[config.mk]
export PLATFORM = sky130hd
export DESIGN_NAME = xcvr_dual18
export DESIGN_NICKNAME = d
export VERILOG_FILES = /design/src/rtl/xcvr_pkg.sv /design/src/rtl/xcvr_sync.sv /design/src/rtl/xcvr_keeper.sv /design/src/rtl/xcvr_lane.sv /design/src/rtl/xcvr_dual18.sv
export SDC_FILE = /design/constraint.sdc
export NUM_CORES = 1
export LEC_CHECK = 0
export ABC_AREA = 0
export CORE_MARGIN = 2
export CORE_UTILIZATION = 51
export CTS_CLUSTER_DIAMETER = 150
export DETAILED_ROUTE_END_ITERATION = 10
export PLACE_DENSITY_LB_ADDON = 0.25
export SLEW_MARGIN = 15
export SYNTH_ARGS = -nofsm -noshare
export SYNTH_HDL_FRONTEND = slang
export SYNTH_SLANG_ARGS = --single-unit
export TNS_END_PERCENT = 30
[constraint.sdc]
create_clock -name clk -period 1.7 [get_ports clk]
set_input_delay 0.17 -clock clk [delete_from_list [all_inputs] [get_ports clk]]
set_output_delay 0.17 -clock clk [all_outputs]
set_load 0.005 [all_outputs]
[src/rtl/xcvr_pkg.sv]
package xcvr_pkg;
  localparam int DATA_W      = 18;
  localparam int SYNC_STAGES = 2;

  typedef struct packed {
    logic le;
    logic cp;
    logic ce_n;
    logic oe_n;
  } dir_ctrl_t;

  localparam int CTRL_W = $bits(dir_ctrl_t);
  // reset image: latch closed, clock low, clock disabled, output disabled
  localparam logic [CTRL_W-1:0] CTRL_RST = 4'b0011;
endpackage

[src/rtl/xcvr_sync.sv]
module xcvr_sync #(
  parameter int W = 1,
  parameter int STAGES = 2,
  parameter logic [W-1:0] RST_VAL = '0
) (
  input  logic         clk,
  input  logic         rst,
  input  logic [W-1:0] d,
  output logic [W-1:0] q
);
  logic [STAGES-1:0][W-1:0] st;

  always_ff @(posedge clk) begin
    if (rst) begin
      for (int i = 0; i < STAGES; i++) st[i] <= RST_VAL;
    end else begin
      st[0] <= d;
      for (int i = 1; i < STAGES; i++) st[i] <= st[i-1];
    end
  end

  assign q = st[STAGES-1];
endmodule

[src/rtl/xcvr_keeper.sv]
module xcvr_keeper #(
  parameter int W = 18
) (
  input  logic         clk,
  input  logic         rst,
  input  logic [W-1:0] in_i,
  input  logic [W-1:0] vld_i,
  output logic [W-1:0] kept_o
);
  logic [W-1:0] hold_q;

  for (genvar i = 0; i < W; i++) begin : g_bit
    always_ff @(posedge clk) begin
      if (rst)           hold_q[i] <= 1'b0;
      else if (vld_i[i]) hold_q[i] <= in_i[i];
    end
    assign kept_o[i] = vld_i[i] ? in_i[i] : hold_q[i];
  end


  keeper_hold_chk: assert property (@(posedge clk) disable iff (rst)
    (vld_i == '0) |=> $stable(hold_q));
endmodule

[src/rtl/xcvr_lane.sv]
module xcvr_lane
  import xcvr_pkg::*;
#(
  parameter int W = DATA_W,
  parameter int STAGES = SYNC_STAGES
) (
  input  logic         clk,
  input  logic         rst,
  input  logic [W-1:0] src_i,
  input  logic [W-1:0] src_vld_i,
  input  dir_ctrl_t    ctl_i,
  output logic [W-1:0] dst_o,
  output logic         dst_oe_o,
  output logic         oe_n_sync_o
);
  logic [CTRL_W-1:0] ctl_raw;
  dir_ctrl_t         ctl_s;
  logic [W-1:0]      kept;
  logic [W-1:0]      d_s;
  logic [W-1:0]      store_q;
  logic              cp_prev;
  logic              drv_q;
  logic              fall;

  xcvr_sync #(.W(CTRL_W), .STAGES(STAGES), .RST_VAL(CTRL_RST)) u_ctl_sync (
    .clk(clk), .rst(rst), .d(ctl_i), .q(ctl_raw)
  );
  assign ctl_s = dir_ctrl_t'(ctl_raw);

  xcvr_keeper #(.W(W)) u_keep (
    .clk(clk), .rst(rst), .in_i(src_i), .vld_i(src_vld_i), .kept_o(kept)
  );

  xcvr_sync #(.W(W), .STAGES(STAGES), .RST_VAL('0)) u_dat_sync (
    .clk(clk), .rst(rst), .d(kept), .q(d_s)
  );

  assign fall = cp_prev & ~ctl_s.cp;

  always_ff @(posedge clk) begin
    if (rst) begin
      store_q <= '0;
      cp_prev <= 1'b0;
      drv_q   <= 1'b0;
    end else begin
      cp_prev <= ctl_s.cp;
      drv_q   <= ~ctl_s.oe_n;
      if (ctl_s.le)                store_q <= d_s;
      else if (fall && !ctl_s.ce_n) store_q <= d_s;
    end
  end

  assign dst_o       = store_q;
  assign dst_oe_o    = drv_q;
  assign oe_n_sync_o = ctl_s.oe_n;


  transparent_follow_chk: assert property (@(posedge clk) disable iff (rst)
    ctl_s.le |=> store_q == $past(d_s));

  fall_capture_chk: assert property (@(posedge clk) disable iff (rst)
    (!ctl_s.le && fall && !ctl_s.ce_n) |=> store_q == $past(d_s));

  ce_block_chk: assert property (@(posedge clk) disable iff (rst)
    (!ctl_s.le && ctl_s.ce_n) |=> $stable(store_q));

  steady_hold_chk: assert property (@(posedge clk) disable iff (rst)
    (!ctl_s.le && !fall) |=> $stable(store_q));

  oe_off_chk: assert property (@(posedge clk) disable iff (rst)
    ctl_s.oe_n |=> !dst_oe_o);
endmodule

[src/rtl/xcvr_dual18.sv]
module xcvr_dual18
  import xcvr_pkg::*;
#(
  parameter int W = DATA_W
) (
  input  logic         clk,
  input  logic         rst,
  input  logic [W-1:0] a_i,
  input  logic [W-1:0] a_vld_i,
  output logic [W-1:0] a_o,
  output logic         a_oe_o,
  input  logic [W-1:0] b_i,
  input  logic [W-1:0] b_vld_i,
  output logic [W-1:0] b_o,
  output logic         b_oe_o,
  input  logic         ab_le_i,
  input  logic         ab_cp_i,
  input  logic         ab_ce_n_i,
  input  logic         ab_oe_n_i,
  input  logic         ba_le_i,
  input  logic         ba_cp_i,
  input  logic         ba_ce_n_i,
  input  logic         ba_oe_n_i,
  output logic         contention_o
);
  dir_ctrl_t ab_ctl, ba_ctl;
  logic      ab_oe_n_s, ba_oe_n_s;
  logic      cont_q;

  assign ab_ctl = '{le: ab_le_i, cp: ab_cp_i, ce_n: ab_ce_n_i, oe_n: ab_oe_n_i};
  assign ba_ctl = '{le: ba_le_i, cp: ba_cp_i, ce_n: ba_ce_n_i, oe_n: ba_oe_n_i};

  xcvr_lane #(.W(W)) u_ab (
    .clk(clk), .rst(rst), .src_i(a_i), .src_vld_i(a_vld_i), .ctl_i(ab_ctl),
    .dst_o(b_o), .dst_oe_o(b_oe_o), .oe_n_sync_o(ab_oe_n_s)
  );

  xcvr_lane #(.W(W)) u_ba (
    .clk(clk), .rst(rst), .src_i(b_i), .src_vld_i(b_vld_i), .ctl_i(ba_ctl),
    .dst_o(a_o), .dst_oe_o(a_oe_o), .oe_n_sync_o(ba_oe_n_s)
  );

  always_ff @(posedge clk) begin
    if (rst) cont_q <= 1'b0;
    else     cont_q <= ~ab_oe_n_s & ~ba_oe_n_s;
  end
  assign contention_o = cont_q;


  contention_match_chk: assert property (@(posedge clk) disable iff (rst)
    contention_o |-> (a_oe_o && b_oe_o));

  reset_quiet_chk: assert property (@(posedge clk)
    rst |=> (!a_oe_o && !b_oe_o && a_o == '0 && b_o == '0));
endmodule

# After elaboration in Yosys (flattened, before gate mapping)
# Index checks and enable logic that the tools add are counted.
[totals]
elab_cells = 104
output_inout_bits = 39
register_bits = 165
in_bits = 82
[classes]
n_bitwise = 7
muxes = 40
reduce_logical = 6
[ops]
columns = ["cell", "n"]
rows = [
  ["two-way mux 18 bit", 4],
  ["two-way mux 1 bit", 36],
  ["NOT 1 bit", 4],
  ["nonzero test 2 bit", 2],
  ["bitwise AND 1 bit", 3],
  ["logical AND 1 bit", 2],
  ["zero test 1 bit", 2],
]

# Longest topological paths before layout
[logic_depth]
depth_word = 5
depth_mapped = 5
depth_no_buf = 3

# Modules after synthesis
# Synthesis repeated with hierarchy kept, for this count alone.
[unflattened]
hier_cells = 506
area_unflattened_um2 = 6093.3
[by_module_without_submodules]
columns = ["module", "instances", "area_each_um2", "cells_each", "seq_area_each_um2"]
rows = [
  ["xcvr_sync at u_ab.u_dat_sync ...", 2, 1129.8, 93, 720.7],
  ["xcvr_lane", 2, 878.3, 84, 400.4],
  ["xcvr_keeper", 2, 783.3, 55, 360.3],
  ["xcvr_sync at u_ab.u_ctl_sync ...", 2, 240.2, 20, 160.2],
  ["xcvr_dual18", 1, 30.0, 2, 20.0],
]

# Worst setup path after synthesis
# No wires, ideal clock.
[synth_path]
kind = "reg2reg"
from = "register u_ab.cp_prev"
to = "register u_ab.store_q[10], in the netlist u_ab.dst_o[10]"
synth_period_minus_slack_ps = 1093
stages_incl_launch_ff = 5
slack_ps = 607
setup_time_ps = 72
path_buffers = 1
t_required_ps = 1628
arrival_ps = 1021
cell_sequence = "dfxtp_1 > nor3b_2 > nor2_4 > buf_8 > mux2i_1"
[synth_via]
elab_chain_len = 3
[synth_lines]
columns = ["element", "line", "rtl"]
rows = [
  ["start, declared", "xcvr_lane.sv:21", "logic cp_prev;"],
  ["start signal, assigned", "xcvr_lane.sv:46", "cp_prev <= ctl_s.cp;"],
  ["bitwise AND 1 bit", "xcvr_lane.sv:38", "assign fall = cp_prev & ~ctl_s.cp;"],
  ["logical AND 1 bit", "xcvr_lane.sv:49", "else if (fall && !ctl_s.ce_n) store_q <= d_s;"],
  ["nonzero test 2 bit (no source line)", "-", ""],
  ["end signal, assigned", "xcvr_lane.sv:48", "if (ctl_s.le) store_q <= d_s;"],
  ["end signal, assigned", "xcvr_lane.sv:49", ""],
  ["end, declared", "xcvr_lane.sv:20", "logic [W-1:0] store_q;"],
]
# No other way between the ends.
# A chain may end at the register's enable or synchronous reset.

# Worst setup path in the final report
[layout_path]
from = "register u_ab.store_q[1], in the netlist u_ab.dst_o[1]"
to = "output port b_o[1]"
[layout_lines]
columns = ["element", "line", "rtl"]
rows = [
  ["end, declared", "xcvr_dual18.sv:14", "output logic [W-1:0] b_o,"],
]
# No word-level cell between the ends.

==> Flow_metrics.wiki <==
{| class="wikitable"
! Metric !! Value
|-
| Antenna violations before repair || 0
|-
| Die height || 96.68 um
|-
| Post-synthesis instance total || 391
|-
| Number of maximum-capacitance constraint violations || 0
|-
| Crit-path max cell delay || 0.54 ns
|-
| Async set-reset flop share out of synthesis || 0%
|-
| DP Worst Slack || 0.3704 ns
|-
| Power per unit of standard cell area || 1205 nW/um2
|-
| Die Area || 9346 um2
|-
| Worst hold path type || in2reg
|-
| Outcome || finished clean
|-
| CORE AREA || 8258 um2
|-
| GR Util All Layers || 16.90%
|-
| RSZ-0062 raised after global routing || false
|-
| Worst clock skew || 0.006446 ns
|-
| Crit path time final || 1.554 ns
|-
| Post-route antenna net violation count || 0
|-
| Routed Wire Length || 7580 um
|-
| Overflow left after global routing || 0
|-
| Slew margin rel. || 53.57%
|-
| Via density || 4.502
|-
| Number of nets produced by synthesis || 473
|-
| Final estimated routing congestion in global placement || 0.7026
|-
| R2R setup slack || 0.34 ns
|-
| Reg2reg path depth || 3
|-
| Share of post-route cells with drive strength above 1 || 8.952%
|-
| Leak Pwr || 2.662 nW
|-
| Net switching power || 0.001449 W
|-
| Critical path peak fanout || 2
|-
| Hold path depth || 2
|-
| Drt first pass iters || 4
|-
| Crit path launch type || flip-flop
|-
| Effective utilization at floorplan || 53.05%
|-
| Number of synthesized flops with an enable pin || 0
|-
| Post-layout worst setup margin || 0.1462 ns
|-
| Category of the worst setup path capture point || primary output
|-
| Count of routing violations after the opening detailed-route iteration || 49
|-
| Combinational share of power || 6.1%
|-
| Buffers & Inverters on Critical Path || 1
|-
| Proportion of netlist area held by the largest area contributor || 58.95%
|-
| Switching Share || 19.02%
|-
| Worst Path Arrival || 1.38 ns
|-
| Final net count || 595
|-
| Setup fix buffers added after clock tree synthesis || 0
|-
| Worst ir drop on vdd || 0.7315 mV
|-
| Placement row count || 33
|-
| Wire length of the first global-routing pass || 12,810 um
|-
| Worst-path cell chain || clkdlybuf4s50_1
|-
| Post-route setup TNS || 0 ns
|-
| Layout Cells excl Fill || 630
|-
| Crit-path slowest cell || clkdlybuf4s50_1
|-
| WP data required || 1.53 ns
|-
| Commonest cells in the netlist || dfxtp_1, mux2i_1, nand2b_1, nor2b_1, nor2_1
|-
| Leading post-synthesis cells by cell area || dfxtp_1, mux2i_1, nand2b_1, nor2b_1, nor2_1
|-
| Post-synthesis register bit count || 129
|-
| Number of clock sinks seen by CTS || 129
|-
| Internal cell power || 0.006167 W
|-
| CTS Buf Count || 17
|-
| Total of warnings raised by yosys || 0
|-
| Total of fill cells in the finished design || 565
|-
| Maximum clock frequency || 0.6436 GHz
|-
| Area growth from synthesis to layout || 44.30%
|-
| Transition at the pin with the smallest max-transition slack || 0.6948 ns
|-
| Crit path kind || reg2out
|-
| Largest buffer count on any clock path || 2
|-
| Number of ports placed on the die boundary || 121
|-
| Via count || 2,836
|-
| Hpwl dp || 4968 um
|-
| Dpl cells || 599
|-
| Launch point of the worst reg-to-reg path || u_ab.cp_prev$_SDFF_PP0_
|-
| Hold-fix buffer count after cts || 0
|-
| Distinct cell type count of the synthesized netlist || 15
|-
| Startpoint of the lowest-slack hold path || rst
|-
| Endpoints failing hold || 0
|-
| Via count of the first global-routing pass || 2,848
|-
| Syn Area/Cell || 11.20 um2
|-
| Worst reg2reg path endpoint || u_ab.dst_o[5]$_SDFFE_PP0P_
|-
| H-tree levels || 4
|-
| Average wire per cell in the routed design || 12.03 um
|-
| Master cell of the clock root buffer || clkbuf_8
|-
| Worst Hold End || u_ab.u_dat_sync.st[9]$_SDFFE_PP0P_
|-
| Largest area contributor in the synthesized netlist || dfxtp_1
|-
| Post-cts gate resize count || 0
|-
| Sequential power share || 41.8%
|-
| DRC violations left || 0
|-
| CTS tree || yes
|-
| Clock transition at the register clock pins on the worst setup and hold paths after CTS || 0.06 ns
|-
| Clock insertion delay at the later pin of the skew report || 0.50 ns
|-
| Kind of cell adding the most delay to the critical path || buffers and inverters
|-
| Summed instance area of the synthesized netlist || 4380 um2
|-
| Count of buffers inserted at the top-level ports || 120
|-
| Number of antenna repair diodes || 0
|-
| Flip-flop cell with the highest count after synthesis || dfxtp_1
|-
| Most repeated cell in the gate-level netlist after synthesis || dfxtp_1
|-
| Final Cycle Share || 91.40%
|-
| Post-synthesis sequential area ratio || 58.95%
|-
| Die width || 96.68 um
|-
| Max Slew Vio Count || 0
|-
| Clock power frac || 52.1%
|-
| Final setup violating endpoints || 0
|-
| Pin count of the biggest net entering global routing || 51
|}
## area by class of cell
type	count	area (um2)	area share (%)
Sequential cell	129	2582	40.86
Clock inverter	13	232.7	3.682
Tap cell	105	131.4	2.078
Timing Repair Buffer	124	1254	19.83
Clock buffer	18	427.9	6.770
Multi-Input combinational cell	241	1693	26.78
## placed cells by master, fill, tap and decap left out
master and count:
clkdlybuf4s50_1 119, dfxtp_1 129, bufinv_16 6, inv_6 2
a21oi_2 1, nor2b_1 46, nor3_1 1, nor2_4 1
nor2_1 39, clkbuf_16 16, clkinvlp_4 1, buf_12 2
nand2b_1 72, buf_4 3, or2_2 8, mux2i_1 72
clkinv_4 2, clkbuf_8 2, clkinv_2 2, nor3b_2 1
## metrics by stage
stage          hold WS (ns)  total power [W]  util (%)  instance area, um2
2_1_floorplan        0.2738         0.003457         -                4380
3_3_place_gp         0.3921         0.003698     68.55                5660
3_5_place_dp         0.3945         0.003710     68.55                5660
4_1_cts             0.08331         0.007690     76.55                6321
5_1_grt              0.1011         0.007878     76.55                6321
6_report            0.09760         0.007616     76.55                6321
## power by group through the flow
stage	Clock (W)	Combinational, W	Sequential, W
2_1_floorplan	0	0.000225	0.00323
3_3_place_gp	0	0.000456	0.00324
5_1_grt	0.00418	0.000505	0.00319
4_1_cts	0.00404	0.000471	0.00318
3_5_place_dp	0	0.000466	0.00324
6_report	0.00397	0.000464	0.00318
## logic make-up (layout without fill, tap and decap cells)
logic type	after synthesis	in the layout	share of synthesized area, %
simple gates	168	168	21.99
flops	129	129	58.95
mux	72	72	16.45
buf+inv	21	155	2.485
compound gates	1	1	0.1141
## layer usage
metal / GRT usage (%) / wire length, um / vias to the layer above
met4: 6.934 / 107 / 0
met2: 27.67 / 3665 / 76
met1: 18.99 / 3288 / 1259
met5: 0 / 0 / -
li1: - / - / 1491
met3: 7.948 / 518 / 10
## worst max path at each step
| stage | cells after the start | slack, ns | end | start |
|---|---|---|---|---|
| global placement | 3 | 0.44 | u_ab.dst_o[11]$_SDFFE_PP0P_ | u_ab.cp_prev$_SDFF_PP0_ |
| finish | 1 | 0.15 | b_o[1] | u_ab.dst_o[1]$_SDFFE_PP0P_ |
| detailed placement | 3 | 0.37 | u_ab.dst_o[12]$_SDFFE_PP0P_ | u_ab.cp_prev$_SDFF_PP0_ |
| global route | 1 | 0.07 | b_o[1] | u_ab.dst_o[1]$_SDFFE_PP0P_ |
| CTS | 1 | 0.12 | b_o[1] | u_ab.dst_o[1]$_SDFFE_PP0P_ |
| floorplan | 4 | 0.61 | u_ab.dst_o[10]$_SDFFE_PP0P_ | u_ab.cp_prev$_SDFF_PP0_ |
## sequential cells by signal, summed over array words and instances (netlist names), 4 cells and up
register	count
u_ab.dst_o	18
u_ba.dst_o	18
u_ab.u_dat_sync.q	18
u_ba.u_ctl_sync.st	4
u_ba.u_ctl_sync.q	4
u_ba.u_dat_sync.st	17
u_ba.u_dat_sync.q	18
u_ab.u_ctl_sync.q	4
u_ab.u_dat_sync.st	17
u_ab.u_ctl_sync.st	4
No activity file was read; power rests on OpenSTA's default activity.
